===== src/rtl/intlvl_pkg.sv =====
package intlvl_pkg;
    typedef enum logic [2:0] {
        ST_IDLE,
        ST_RETURN,
        ST_ENTER,
        ST_BURST,
        ST_BASE
    } act_e;
endpackage


===== src/rtl/intlvl_first.sv =====
// Lowest-index set bit finder.
module intlvl_first #(
    parameter int N = 6,
    parameter int W = 3
) (
    input  logic [N-1:0] mask,
    output logic         hit,
    output logic [W-1:0] idx
);
    always_comb begin
        hit = 1'b0;
        idx = '0;
        for (int i = N - 1; i >= 0; i--) begin
            if (mask[i]) begin
                hit = 1'b1;
                idx = W'(i);
            end
        end
    end
endmodule


===== src/rtl/intlvl_crsave.sv =====
// Per-level condition register save slots.
module intlvl_crsave #(
    parameter int DEPTH = 7,
    parameter int CR_W  = 4,
    parameter int IDX_W = 3
) (
    input  logic             clk,
    input  logic             rst_n,
    input  logic             we,
    input  logic [IDX_W-1:0] widx,
    input  logic [CR_W-1:0]  wdata,
    input  logic [IDX_W-1:0] ridx,
    output logic [CR_W-1:0]  rdata
);
    logic [CR_W-1:0] slot_q [DEPTH];

    always_ff @(posedge clk or negedge rst_n) begin
        if (!rst_n) begin
            for (int i = 0; i < DEPTH; i++) slot_q[i] <= '0;
        end else if (we && int'(widx) < DEPTH) begin
            slot_q[widx] <= wdata;
        end
    end

    assign rdata = (int'(ridx) < DEPTH) ? slot_q[ridx] : '0;
endmodule


===== src/rtl/intlvl_ctrl.sv =====
module intlvl_ctrl
    import intlvl_pkg::*;
#(
    parameter int NLVL = 6,
    parameter int CR_W = 4
) (
    input  logic                          clk,
    input  logic                          rst_n,
    input  logic [NLVL-1:0]               lvl_req,
    input  logic                          lvl_ret,
    input  logic                          cs_burst_req,
    input  logic                          cs_base_req,
    output logic [1:0]                    cs_grant,
    output logic [$clog2(NLVL+1)-1:0]     cur_lvl,
    output logic [$clog2(NLVL+1)-1:0]     bank_sel,
    input  logic [CR_W-1:0]               cr_in,
    output logic [CR_W-1:0]               cr_out,
    output logic                          cr_load
);
    localparam int LVL_W = $clog2(NLVL + 1);
    localparam logic [LVL_W-1:0] MAIN = LVL_W'(NLVL);

    act_e            state_q, act_d;
    logic [NLVL-1:0] pend_q, insvc_q, eff, below, eff_hi, insvc_rest;
    logic            pb_q, pa_q, eff_b, eff_a;
    logic            cur_hit, pick_hit, nxt_hit;
    logic [LVL_W-1:0] cur_idx, pick_idx, nxt_idx, nxt_lvl;
    logic [CR_W-1:0] cr_out_q, saved_cr;

    // Current level: highest-priority level in service.
    intlvl_first #(.N(NLVL), .W(LVL_W)) u_cur (
        .mask(insvc_q), .hit(cur_hit), .idx(cur_idx));
    assign cur_lvl = cur_hit ? cur_idx : MAIN;

    // Level 0 shares the main program bank.
    assign bank_sel = (cur_lvl == '0 || cur_lvl == MAIN) ? '0 : cur_lvl;

    assign eff   = pend_q | lvl_req;
    assign eff_b = pb_q | cs_burst_req;
    assign eff_a = pa_q | cs_base_req;

    for (genvar g = 0; g < NLVL; g++) begin : g_below
        assign below[g] = LVL_W'(g) < cur_lvl;
    end
    assign eff_hi = eff & below;

    intlvl_first #(.N(NLVL), .W(LVL_W)) u_pick (
        .mask(eff_hi), .hit(pick_hit), .idx(pick_idx));

    // Level resumed on a return.
    assign insvc_rest = insvc_q & ~(NLVL'(1) << cur_idx);
    intlvl_first #(.N(NLVL), .W(LVL_W)) u_next (
        .mask(insvc_rest), .hit(nxt_hit), .idx(nxt_idx));
    assign nxt_lvl = nxt_hit ? nxt_idx : MAIN;

    intlvl_crsave #(.DEPTH(NLVL + 1), .CR_W(CR_W), .IDX_W(LVL_W)) u_save (
        .clk(clk), .rst_n(rst_n),
        .we(act_d == ST_ENTER), .widx(cur_lvl), .wdata(cr_in),
        .ridx(nxt_lvl), .rdata(saved_cr));

    // Action selection, fixed priority.
    always_comb begin
        if (lvl_ret && cur_hit)              act_d = ST_RETURN;
        else if (pick_hit && pick_idx == '0) act_d = ST_ENTER;
        else if (eff_b)                      act_d = ST_BURST;
        else if (eff_a)                      act_d = ST_BASE;
        else if (pick_hit)                   act_d = ST_ENTER;
        else                                 act_d = ST_IDLE;
    end

    // State register and level bookkeeping.
    always_ff @(posedge clk or negedge rst_n) begin
        if (!rst_n) begin
            state_q  <= ST_IDLE;
            pend_q   <= '0;
            insvc_q  <= '0;
            pb_q     <= 1'b0;
            pa_q     <= 1'b0;
            cr_out_q <= '0;
        end else begin
            state_q <= act_d;
            pb_q    <= eff_b & (act_d != ST_BURST);
            pa_q    <= eff_a & (act_d != ST_BASE);
            if (act_d == ST_ENTER) begin
                pend_q  <= eff & ~(NLVL'(1) << pick_idx);
                insvc_q <= insvc_q | (NLVL'(1) << pick_idx);
            end else begin
                pend_q <= eff;
            end
            if (act_d == ST_RETURN) begin
                insvc_q  <= insvc_rest;
                cr_out_q <= saved_cr;
            end
        end
    end

    // Output decode.
    always_comb begin
        cs_grant = 2'b00;
        cr_load  = 1'b0;
        unique case (state_q)
            ST_BURST:          cs_grant = 2'b10;
            ST_BASE:           cs_grant = 2'b01;
            ST_RETURN:         cr_load  = 1'b1;
            ST_IDLE, ST_ENTER: ;
            default:           ;
        endcase
    end
    assign cr_out = cr_out_q;

    a_r11_grant_onehot: assert property (@(posedge clk) disable iff (!rst_n)
        $onehot0(cs_grant));
    a_r11_grant_holds_level: assert property (@(posedge clk) disable iff (!rst_n)
        (|cs_grant) |-> $stable(cur_lvl));
    a_r6_load_on_drop: assert property (@(posedge clk) disable iff (!rst_n)
        cr_load |-> (cur_lvl > $past(cur_lvl)));
    a_r2_entry_was_requested: assert property (@(posedge clk) disable iff (!rst_n)
        (cur_lvl < $past(cur_lvl)) |-> ((($past(eff)) >> cur_lvl) & NLVL'(1)) != '0);
    a_r8_main_no_load: assert property (@(posedge clk) disable iff (!rst_n)
        ($past(cur_lvl) == MAIN && cur_lvl == MAIN) |-> !cr_load);
endmodule


===== config.mk =====
export PLATFORM = sky130hd
export DESIGN_NAME = intlvl_ctrl
export DESIGN_NICKNAME = d
export VERILOG_FILES = /design/src/rtl/intlvl_pkg.sv /design/src/rtl/intlvl_first.sv /design/src/rtl/intlvl_crsave.sv /design/src/rtl/intlvl_ctrl.sv
export SDC_FILE = /design/constraint.sdc
export NUM_CORES = 1
export LEC_CHECK = 0
export ABC_AREA = 1
export BUFFER_PORTS_ARGS = -buffer_cell sky130_fd_sc_hd__buf_2
export CAP_MARGIN = 15
export CELL_PAD_IN_SITES_DETAIL_PLACEMENT = 0
export CELL_PAD_IN_SITES_GLOBAL_PLACEMENT = 1
export CORE_MARGIN = 10
export CORE_UTILIZATION = 46
export CTS_CLUSTER_SIZE = 8
export DETAILED_ROUTE_END_ITERATION = 16
export GPL_TIMING_DRIVEN = 0
export PLACE_DENSITY = 0.91
export SLEW_MARGIN = 5
export SYNTH_ARGS = -nofsm -noshare
export SYNTH_HDL_FRONTEND = slang
export SYNTH_HIERARCHICAL = 1
export SYNTH_SLANG_ARGS = --single-unit

===== constraint.sdc =====
create_clock -name clk -period 6.1 [get_ports clk]
set_clock_uncertainty 0.2 [all_clocks]
set_input_delay 0.61 -clock clk [delete_from_list [all_inputs] [get_ports clk]]
set_output_delay 0.61 -clock clk [all_outputs]
set_load 0.03 [all_outputs]

Word-level counts from Yosys, hierarchy flattened
Cells that the tools add are included.
Operators by class
  equal/unequal tests: 8
  bitwise operators: 13
  shift-type cells: 2
  mux-type cells: 56
  reduce and logical (&&, ||, !) cells: 8
  order comparisons: 11
Operator list (number)
  two-way mux 3 bit: 25
  bitwise mux 28 bit: 1
  two-way mux 1 bit: 19
  bitwise AND 6 bit: 3
  two-way mux 6 bit: 3
  two-way mux 4 bit: 4
  binary-select mux 4 bit (select 3 bit): 1
  demux 4 bit (select 3 bit): 1
  NOT 6 bit: 2
  OR 6 bit: 2
  << shifter 1 x 3 -> 6 bit (first input constant): 2
  greater-or-equal comparator 4 bit (second input constant): 2
  NOT 3 -> 4 bit: 2
  == test 3 x 1 -> 1 bit (second input constant): 2
  == test 3 x 2 -> 1 bit (second input constant): 2
  == test 3 bit (second input constant): 2
  zero test 3 bit: 2
  < comparator 1 x 3 -> 1 bit (first input constant): 2
  < comparator 2 x 3 -> 1 bit (first input constant): 2
  < comparator 3 bit (first input constant): 2
  < comparator 3 bit (second input constant): 2
  logical AND 1 bit: 4
  < comparator 4 x 1 -> 1 bit (second input constant): 1
  one-hot mux 2 bit (2 select lines): 1
  7 further kinds: 9
Word-level totals
  output and inout port bits: 13
  register bits after elaboration: 49
  input port bits: 15

Depth between registers and ports, before layout
Gate-level depths: netlist (run 1).
  depth in word-level cells: 23
  depth in mapped cells: 24

Hierarchy
Netlist (run 1), hierarchy kept.
By module, submodules not included
  intlvl_crsave: cells an instance 190, area each 1400.1 µm², instances 1
  intlvl_ctrl: cells an instance 188, area each 1285.0 µm², instances 1
  intlvl_first: cells an instance 15, area each 72.6 µm², instances 3

Least setup slack after synthesis (run 1)
No wires, ideal clock.
  kind: reg2reg
  from: register insvc_q[0]
  to: register u_save/slot_q[20] in the netlist's numbering
  path buffers: 0
  arrival time: 2.880 ns
  path slack: 2.943 ns
  stages on the path, launching flop included: 18
  library setup time: 0.077 ns
  clock period less this slack: 3.157 ns
  cell sequence: dfrtp_1 -> nor3_1 -> nor2_1 -> inv_1 -> o21ai_0 -> inv_1 -> inv_1 -> a21oi_1 -> nor2_4 -> nand3_4 -> nand3_2 -> nand2_4 -> inv_2 -> nand2_1 -> inv_2 -> nand2_1 -> nand2_1 -> o21ai_1
Between the ends
  elaborated cells between the ends (all ways): 40
RTL lines
  start: declaration: RTL line intlvl_ctrl.sv:24  | logic [NLVL-1:0] pend_q, insvc_q, eff, below, eff_hi, insvc_rest;
  start signal: assignment: RTL line intlvl_ctrl.sv:86  | insvc_q <= insvc_q | (NLVL'(1) << pick_idx);
  start signal: assignment: RTL line intlvl_ctrl.sv:91  | insvc_q <= insvc_rest;
  two-way mux 3 bit: RTL line intlvl_first.sv:14  | if (mask[i]) begin
  named net cur_idx[1]: RTL line intlvl_ctrl.sv:27  | logic [LVL_W-1:0] cur_idx, pick_idx, nxt_idx, nxt_lvl;
  two-way mux 3 bit: RTL line intlvl_ctrl.sv:33  | assign cur_lvl = cur_hit ? cur_idx : MAIN;
  named net cur_lvl[1]: RTL line intlvl_ctrl.sv:14  | output logic [$clog2(NLVL+1)-1:0] cur_lvl,
  < comparator 1 x 3 -> 1 bit: RTL line intlvl_ctrl.sv:43  | assign below[g] = LVL_W'(g) < cur_lvl;
  bitwise AND 6 bit: RTL line intlvl_ctrl.sv:45  | assign eff_hi = eff & below;
  named net eff_hi[1]: RTL line intlvl_ctrl.sv:24
  two-way mux 3 bit (2 in a row): RTL line intlvl_first.sv:14
  named net pick_idx[0]: RTL line intlvl_ctrl.sv:27
  zero test 3 bit: RTL line intlvl_ctrl.sv:64  | else if (pick_hit && pick_idx == '0) act_d = ST_ENTER;
  logical AND 1 bit: RTL line intlvl_ctrl.sv:64
  two-way mux 3 bit: RTL line intlvl_ctrl.sv:64
  two-way mux 3 bit: RTL line intlvl_ctrl.sv:63  | if (lvl_ret && cur_hit) act_d = ST_RETURN;
  == test 3 x 2 -> 1 bit: RTL line intlvl_ctrl.sv:58  | .we(act_d == ST_ENTER), .widx(cur_lvl), .wdata(cr_in),
  logical AND 1 bit: RTL line intlvl_crsave.sv:20  | end else if (we && int'(widx) < DEPTH) begin
  end signal: indexed assignment: RTL line intlvl_crsave.sv:21  | slot_q[widx] <= wdata;
  end: declaration: RTL line intlvl_crsave.sv:15  | logic [CR_W-1:0] slot_q [DEPTH];
The timed path passes the listed nets, and every way through them passes these cells.
A chain may end at the register's enable or synchronous reset.

Final worst setup path (run 1)
  from: register insvc_q[4]
  to: register u_save/slot_q[25] in the netlist's numbering
Between the ends
  elaborated cells between the ends (all ways): 48
RTL lines (RTL line)
  two-way mux 3 bit (5 in a row): intlvl_first.sv:14
  named net cur_idx[0]: intlvl_ctrl.sv:27
  two-way mux 3 bit: intlvl_ctrl.sv:33
  < comparator 3 bit: intlvl_ctrl.sv:43
  bitwise AND 6 bit: intlvl_ctrl.sv:45
  named net eff_hi[4]: intlvl_ctrl.sv:24
  two-way mux 3 bit (5 in a row): intlvl_first.sv:14
  named net pick_idx[0]: intlvl_ctrl.sv:27
  zero test 3 bit: intlvl_ctrl.sv:64
  logical AND 1 bit: intlvl_ctrl.sv:64
  two-way mux 3 bit: intlvl_ctrl.sv:64
  two-way mux 3 bit: intlvl_ctrl.sv:63
  == test 3 x 2 -> 1 bit: intlvl_ctrl.sv:58
  logical AND 1 bit: intlvl_crsave.sv:20
The timed path passes the listed nets, and every way through them passes these cells.

==> results.toml, run 1 <==
[worst_setup_path]
crit_type = "flop to flop"
worst-path-max-fanout = 8
critPathLaunchType = "flop"
required_ns = 6.09
cp_cell_sequence = "inv_1 -> nand2_1 -> nand2_1 -> nand2_1 -> a21oi_1 -> nand2_1 -> a211oi_1 -> inv_1 -> nand2_1 -> nand2_1 -> nand2_1 -> a21oi_1 -> nor2_4 -> nand3_4 -> a21oi_4 -> nand2_4 -> inv_2 -> inv_2 -> nor2_4 -> nand2_1 -> nand2_1 -> o21ai_1"
r2r_cells = 22
critPathArrivalTime_ns = 3.71
crit_path_end_kind = "flop"
crit_top_cell = "nand2_1"
critPathMaxStageDelay_ns = 0.41
crit_slowest_cell = "dfrtp_1"

[logic_synthesis]
synthTopCellsByCount = "nand2_1 (161), inv_1 (72), dfrtp_1 (49)"
ys_ff_latch = 49
synth_edf_count = 0
syn-cell-area_um2 = 2900
yosysMostFrequentCell = "nand2_1"
synth_top_area_share_pct = 42.2
syn_area_per_cell_um2 = 6.86
syn_nets = 438
async_reset_ff_share_pct = 100
yosys.area.top_type = "dfrtp_1"
yosysSeqAreaShare_pct = 42.2
synthDistinctLibCells = 27
ys.flop_type = "dfrtp_1"
synthTopCellsByArea = "dfrtp_1 (42%), nand2_1 (21%), inv_1 (9.3%)"
yosysWarnings = 6
syn_inst = 423

[worst_hold_path]
worstHoldPathType = "input port to asynchronous set/reset pin"

[place]
post-place-ws_ns = 2.42
place_hpwl_mm = 5.05
io_buffer_count = 27
gp_congestion = 0.898

[sta]
slew_headroom_pct = 50.9
period_share_pct = 61.0
max_freq_mhz = 269
final.min_clock_period_ns = 3.72
finalSetupViolations = 0
tns_ns = 0
setup_ws_ns = 2.38
holdWs_ns = 0.0186
tightest_slew_ns = 0.731
hold_viol_final = 0
maxSlewViolCount = 0
rsz0062_at_grt = "no"

[clock_tree]
cts_resized = 0
cts-root-buf = "clkbuf_8"
clk_latency_ns = 0.31
cts_setup_buffers = 0
cts_buffers = 5
cts_tree = "built"
h-tree-depth = 2
hold_buffers = 0
cts.sinks = 49
clk_pin_slew_worst_paths_ns = 0.10
clockBufferDepth = 2

[cells_and_area]
layout.area.seq_um2 = 1230
drive_gt1_share_pct = 16.3
syn_to_final_growth_pct = 11.8
antenna_cells = 0
multi_input_area_um2 = 1330
final_nets = 473
fillCellCount = 622

[global_route]
grt_remaining_overflow = 0
grt_start_max_net_pins = 50
grt_pass1_wl_mm = 11.9
grt_pass1_vias = 2512
antenna_found_initial = 0
grt_use_total_pct = 14.4

[flow_run]
drv_cap = 0

[routing]
dr.first_iter.drc_count = 140
drt_pass1_iterations = 4
antenna_left = 0
vias = 2649
drc_errors = 0
wl_mm = 6.70
wl_per_cell_um = 12.5
avgViaCountPerCell = 4.96

[die]
ios = 28
initial_core_util_pct = 48.2
die_w_um = 99.4
row_count = 28
die_h_um = 99.4
core_um2 = 6030
dieArea_um2 = 9890

[status]
status = "finished clean"
## sequential cells by signal, indices dropped and copies added, names as in the netlist
| signal | count |
|---|---|
| u_save/slot_q | 28 |
| insvc_q | 6 |
| pend_q | 6 |
| cr_out | 4 |
| state_q | 3 |
| pa_q | 1 |
| pb_q | 1 |
## path summary, 6_finish.rpt
| path | from | to | slack, ns |
|---|---|---|---|
| worst max-delay path | insvc_q[4]$_DFFE_PN0P_ | u_save/slot_q[25]$_DFFE_PN0P_ | 2.38 |
| worst min-delay path | rst_n | u_save/slot_q[20]$_DFFE_PN0P_ | 0.02 |
| worst max register to register | insvc_q[4]$_DFFE_PN0P_ | u_save/slot_q[25]$_DFFE_PN0P_ | 2.38 |
| worst min register to register | cr_out[1]$_DFFE_PN0N_ | cr_out[1]$_DFFE_PN0N_ | 0.28 |
| max in group asynchronous | rst_n | u_save/slot_q[15]$_DFFE_PN0P_ | 5.17 |
| min in group clk | cr_out[1]$_DFFE_PN0N_ | cr_out[1]$_DFFE_PN0N_ | 0.28 |
## metal layers
layer  up-vias  GRT usage, %  routed length, µm
met5         -             0                  0
met4         0          3.53                 57
met3         4          3.53                375
met2        57          21.2               2840
met1      1216          20.4               3430
li1       1372             -                  -
## metrics by stage
stage                     std cells  area [µm²]  util, %
final                           534        3250     53.9
after global routing            534        3250     53.9
after CTS                       533        3230     53.5
after detailed placement        525        3130     52.0
after global placement          525        3130     52.0
after floorplan                 423        2900        -
## worst max-delay path, delay by kind of cell, from the launching register on
| family | cells | cell delay (ns) |
|---|---|---|
| compound gates | 5 | 1.20 |
| buf+inv | 4 | 0.25 |
| flops | 1 | 0.41 |
| simple gates | 13 | 1.52 |
## cells in the final DEF (no fill, tap or decap), types with 2 or more instances in the layout
master	instances
buf_4	2
inv_1	72
o21ai_0	8
nor3_1	5
nor2_1	17
inv_2	8
nor2_4	2
a21oi_1	11
nand4_1	3
o21ai_1	34
clkbuf_8	5
buf_2	29
nand2_1	161
dfrtp_1	49
nand2_2	4
nor2_2	9
a31oi_1	2
buf_6	2
nand3_1	17
nand3_2	5
nand3b_1	3
## logic make-up (layout without fill, tap and decap cells)
kind of cell           count (synthesis)  after routing  synth area share (%)
AND/OR/NAND/NOR                      230            230                  35.0
buffers and inverters                 86            122                  12.0
AO/OA/AOI/OAI                         58             58                  10.8
flip-flops                            49             49                  42.2
## area by class of cell
| type | instances | share of cell area, % |
|---|---|---|
| repair buffers | 28 | 4.78 |
| clock buffers | 5 | 2.12 |
| flip-flops and latches | 49 | 37.8 |
| well taps | 75 | 2.89 |
| plain buffers | 6 | 1.46 |
| inverters | 80 | 9.25 |
| clock inverters | 3 | 0.771 |
| multi-input cells | 288 | 40.9 |
Power of run 1 is left out: the tool's default activity adds up to more than one toggle a clock period on the data nets, which glitch-free logic cannot reach.
==> inputs of run 2 (changes only) <==
- CORE_UTILIZATION: 46 -> 38
- PLACE_DENSITY: 0.91 -> 0.81
- clock period: 6.1 -> 3.15 ns (I/O delays scaled with it)
==> run 2 against run 1 <==
- count of clock-buffer cells in the layout unchanged
- global-route usage down 0.84 points
- first-iteration DRC count down 5.0%
==> results.toml, run 2 (synthesis results as in run 1) <==
[status]
status = "finished clean"

[worst_hold_path]
worstHoldPathType = "input port to flop"
hold_end = "pend_q[3]$_DFF_PN0_"
holdPathStages = 5
hold_start = "lvl_req[3]"

[worst_setup_path]
worst-path-max-fanout = 8
r2r_cells = 22
crit_type = "flop to flop"
crit_slowest_cell = "dfrtp_1"
crit_path_end_kind = "flop"
critPathArrivalTime_ns = 3.07
critPathMaxStageDelay_ns = 0.44
cp_cell_sequence = "inv_1 -> nand2_1 -> nand2_2 -> nand2_2 -> a21oi_4 -> nand2_2 -> a211oi_2 -> inv_1 -> nand2_1 -> nand2_1 -> nand2_2 -> a21oi_4 -> nor2_4 -> nand3_4 -> a21oi_4 -> nand2_4 -> inv_2 -> inv_2 -> nor2_4 -> nand3_4 -> nand2_1 -> o21ai_1"
required_ns = 3.15
r2r_start = "insvc_q[4]$_DFFE_PN0P_"
crit_buf_inv = 4
critPathTopFamily = "simple AND/OR/NAND/NOR gates"
reg2reg_slack_ns = 0.07
critPathLaunchType = "flop"
r2r-end = "u_save/slot_q[0]$_DFFE_PN0P_"

[global_route]
grt_remaining_overflow = 0
antenna_found_initial = 0
grt_pass1_wl_mm = 12.9
grt_start_max_net_pins = 50
grt_use_total_pct = 13.5
grt_pass1_vias = 2789

[cells_and_area]
final_nets = 489
largest_register_ffs = 28
mostFrequentLayoutCells = "nand2_1 (144), inv_1 (68), dfrtp_1 (44)"
layout.area.seq_um2 = 1230
multi_input_area_um2 = 1480
fin_cells = 574
reg.largest.list = "u_save/slot_q x28, insvc_q x6, pend_q x6"
syn_to_final_growth_pct = 22.8
antenna_cells = 0
final_cell_area_um2 = 3560
drive_gt1_share_pct = 26.1
regMostFlops = "u_save/slot_q"
final_common_cell = "nand2_1"
fillCellCount = 763

[sta]
tns_ns = 0
rsz0062_at_grt = "yes"
hold_viol_final = 0
period_share_pct = 97.7
slew_headroom_pct = 69.5
finalSetupViolations = 0
maxSlewViolCount = 0
final.min_clock_period_ns = 3.08
max_freq_mhz = 325
tightest_slew_ns = 0.455
setup_ws_ns = 0.0715

[clock_tree]
cts-root-buf = "clkbuf_8"
cts.sinks = 49
clockBufferDepth = 2
clk_latency_ns = 0.31
cts_buffers = 5
clk_pin_slew_worst_paths_ns = 0.10
h-tree-depth = 2
cts_tree = "built"

[routing]
antenna_left = 0
wl_per_cell_um = 12.4
vias = 2644
drt_pass1_iterations = 4
drc_errors = 0
dr.first_iter.drc_count = 133
wl_mm = 7.13
avgViaCountPerCell = 4.61

[place]
gp_congestion = 0.855
place_hpwl_mm = 5.14
place_area_um2 = 3160
post-place-ws_ns = -0.529
io_buffer_count = 27
dp_cells = 549

[die]
core_um2 = 7330
die_h_um = 107
row_count = 31
die_w_um = 107
initial_core_util_pct = 39.6
dieArea_um2 = 11500
ios = 28

[flow_run]
drv_cap = 0
==> run 2: changes by cell type in the layout (fill, tap and decap cells not counted), sizes merged <==
cell / change
buf: +15
dlygate4sd3: +1
inv: +1
clkinvlp: -1
==> run 2: final cells by class <==
class	count	area share, %
clock buffers	5	1.93
flip-flops and latches	49	34.6
repair buffers	44	7.79
inverters	80	8.49
well taps	99	3.47
clock inverters	3	0.807
multi-input cells	288	41.6
plain buffers	6	1.33
==> run 2: metrics by stage <==
step | util, % | hold slack [ns]
final | 48.6 | 0.110
after floorplan | - | -0.181
after global routing | 48.6 | 0.128
after CTS | 46.9 | 0.0432
after global placement | 43.1 | 0.262
after detailed placement | 43.1 | 0.264
==> run 2: repair_timing <==
item	in CTS	in global routing
gates resized for setup	27	22
setup buffers	9	6
endpoints found under the hold margin	0	16
hold buffers	0	1
endpoints found under the setup margin	34	32
pin swaps	11	17
==> run 2: layer usage <==
| layer | vias up | part of all wire [%] | global-route usage [%] | routed length (µm) |
|---|---|---|---|---|
| met4 | 0 | 1.4 | 3.82 | 98 |
| met1 | 1189 | 51 | 17.9 | 3610 |
| li1 | 1405 | - | - | - |
| met2 | 41 | 43 | 21.8 | 3090 |
| met3 | 9 | 4.6 | 2.75 | 328 |
| met5 | - | 0 | 0 | 0 |
==> run 2: worst min-delay path: stages <==
cell,delay [ns]
buf_2,0.07
nor2_1,0.06
inv_1,0.05
nand2_1,0.04
nand2_1,0.04
==> run 2: worst max-delay path by stage <==
stage | start | depth (start not counted) | end | slack (ns)
after floorplan | insvc_q[4]$_DFFE_PN0P_ | 22 | u_save/slot_q[24]$_DFFE_PN0P_ | 0.09
after global placement | insvc_q[4]$_DFFE_PN0P_ | 22 | u_save/slot_q[26]$_DFFE_PN0P_ | -0.51
after detailed placement | insvc_q[4]$_DFFE_PN0P_ | 22 | u_save/slot_q[24]$_DFFE_PN0P_ | -0.53
after CTS | insvc_q[2]$_DFFE_PN0P_ | 20 | u_save/slot_q[1]$_DFFE_PN0P_ | 0.03
after global routing | insvc_q[4]$_DFFE_PN0P_ | 22 | u_save/slot_q[0]$_DFFE_PN0P_ | -0.15
final | insvc_q[4]$_DFFE_PN0P_ | 22 | u_save/slot_q[0]$_DFFE_PN0P_ | 0.07
Power of run 2 is left out for the same reason.
==> inputs of run 3 (changes only) <==
- ABC_AREA: 1 -> 0
- CORE_UTILIZATION: 38 -> 42
- PLACE_DENSITY: 0.81 -> 0.82
- SETUP_SLACK_MARGIN: default -> 0.1
==> run 3 against run 2 <==
- the run now ends with setup timing left
- wire length down 2.9%
- register-to-register slack worse by 0.28 ns
- area after synthesis down 8.5%
- fmax down 8.3%
- die area down 14%
- synthesized cell count down 40%
- count of clock-buffer cells in the layout unchanged
- non-clock buffer count up 20
- global-route usage up 0.32 points
- critical path type unchanged
- critical endpoint is now u_save/slot_q[17]$_DFFE_PN0P_
- largest cell class unchanged
==> results.toml, run 3 <==
[status]
status = "finished with violations"
violations = "setup timing"

[routing]
avgViaCountPerCell = 5.50
wl_per_cell_um = 17.4
drc_errors = 0
vias = 2182
antenna_left = 0
drt_pass1_iterations = 4
dr.first_iter.drc_count = 134
wl_mm = 6.92

[worst_hold_path]
worstHoldPathType = "input port to flop"
hold_start = "lvl_req[3]"

[clock_tree]
h-tree-depth = 2
clk_latency_ns = 0.31
clockBufferDepth = 2
cts_tree = "built"
cts.sinks = 49
clk_pin_slew_worst_paths_ns = 0.10
cts-root-buf = "clkbuf_8"
cts_buffers = 5

[worst_setup_path]
worst-path-max-fanout = 7
crit_type = "flop to flop"
startpoint = "insvc_q[2]$_DFFE_PN0P_"
r2r_start = "insvc_q[2]$_DFFE_PN0P_"
critPathArrivalTime_ns = 3.36
required_ns = 3.15
reg2reg_slack_ns = -0.21
crit_path_end_kind = "flop"
critPathLaunchType = "flop"

[cells_and_area]
antenna_cells = 0
reg.largest.list = "u_save/slot_q x28, insvc_q x6, pend_q x6"
regMostFlops = "u_save/slot_q"
mostFrequentLayoutCells = "dfrtp_1 (46), buf_2 (27), buf_4 (25)"
final_common_cell = "dfrtp_1"
final_nets = 336
final_util_pct = 61.5
syn_to_final_growth_pct = 39.6
drive_gt1_share_pct = 50.0
largest_register_ffs = 28

[logic_synthesis]
syn_area_per_cell_um2 = 10.5
yosysSeqAreaShare_pct = 46.2
synthDistinctLibCells = 42
synth_edf_count = 0
synthTopCellsByCount = "dfrtp_1 (49), mux2_2 (28), nand2_1 (25), nor2_1 (25)"
syn-cell-area_um2 = 2660
yosysMostFrequentCell = "dfrtp_1"
syn_nets = 267
async_reset_ff_share_pct = 100
yosys.area.top_type = "dfrtp_1"
synthTopCellsByArea = "dfrtp_1 (46%), mux2_2 (12%), mux2i_1 (4.5%)"
synth_top_area_share_pct = 46.2
yosysWarnings = 6
ys.flop_type = "dfrtp_1"
syn_inst = 252
ys_ff_latch = 49

[die]
dieArea_um2 = 9910
core_um2 = 6030
row_count = 28
die_h_um = 99.5
initial_core_util_pct = 44.1
ios = 28
die_w_um = 99.5

[sta]
final.min_clock_period_ns = 3.36
finalSetupViolations = 32
setup_ws_ns = -0.208
slew_headroom_pct = 46.1
period_share_pct = 107
tns_ns = -4.95
rsz0062_at_grt = "yes"
tightest_slew_ns = 0.801
maxSlewViolCount = 0
hold_viol_final = 0
max_freq_mhz = 298

[place]
io_buffer_count = 27
place_hpwl_mm = 4.46
gp_congestion = 0.793

[global_route]
antenna_found_initial = 0
grt_use_total_pct = 13.8
grt_pass1_wl_mm = 11.3
grt_remaining_overflow = 0
grt_pass1_vias = 2239
grt_start_max_net_pins = 50

[flow_run]
drv_cap = 0
-- run 3: cell types whose count changed in the layout (fill, tap and decap cells not counted), sizes merged, moves of 7 or more --
cell,before,now
nand2,166,25
inv,82,10
o21ai,42,3
mux2,0,28
nand3,23,1
buf,49,67
mux2i,0,12
nand2b,0,7
nor2b,0,7
nor3,5,12
-- run 3: what timing repair did --
action,in CTS,in global routing
setup endpoints to repair,45,33
resized for setup,57,24
pin swaps,18,10
hold buffers,0,1
gates cloned,0,0
setup buffers,25,8
hold endpoints to repair,0,24
-- run 3: kinds of logic (layout without fill, tap and decap cells) --
logic type | count (synthesis) | after routing | synth area share, %
and+or+nand+nor | 106 | 106 | 23.7
DFF | 49 | 49 | 46.2
AOI/OAI and AO/OA | 41 | 41 | 10.6
muxes | 40 | 40 | 16.4
buffers and inverters | 16 | 86 | 3.06
-- run 3: layout make-up --
cell class	instances	area, µm²
flip-flops and latches	49	1230
plain buffers	8	85.1
fillers	478	2320
clock inverters	3	28.8
inverters	8	30.0
multi-input cells	187	1710
well taps	75	93.8
clock buffers	5	68.8
repair buffers	62	459
-- run 3: critical path: stages, from the launching register on --
cell,delay (ns)
dfrtp_2,0.47
nor4_4,0.33
nor2b_4,0.23
nor2b_4,0.06
buf_12,0.14
a21oi_4,0.19
nor4_4,0.08
nor2b_4,0.13
buf_6,0.13
nor4b_4,0.33
o21a_4,0.22
nand2b_4,0.09
nor3b_4,0.18
buf_6,0.15
mux2_4,0.30
-- run 3: worst paths after layout --
check,end,cells past startpoint
hold reg to reg,cr_out[2]$_DFFE_PN0N_,2
hold / removal,pend_q[3]$_DFF_PN0_,3
max in group asynchronous,pend_q[5]$_DFF_PN0_,3
setup / recovery,u_save/slot_q[17]$_DFFE_PN0P_,14
min in group asynchronous,u_save/slot_q[0]$_DFFE_PN0P_,2
setup reg to reg,u_save/slot_q[17]$_DFFE_PN0P_,14
-- run 3: routing by layer --
metal,routed length [µm],vias to the layer above,global-route usage (%)
li1,-,1044,-
met1,3340,1082,19.3
met2,3160,52,20.7
met3,367,4,3.11
met4,56,0,4.08
met5,0,-,0
-- run 3: per-stage QoR --
step / hold slack [ns] / instance area, µm² / cells / worst slack (ns)
2_1_floorplan: -0.181 / 2760 / 252 / -0.261
3_3_place_gp: 0.259 / 2990 / 354 / -0.895
3_5_place_dp: 0.267 / 2990 / 354 / -0.908
4_1_cts: 0.0398 / 3510 / 387 / -0.220
5_1_grt: 0.0700 / 3710 / 397 / -0.346
6_report: 0.0542 / 3710 / 397 / -0.208
Power of run 3 is left out for the same reason.
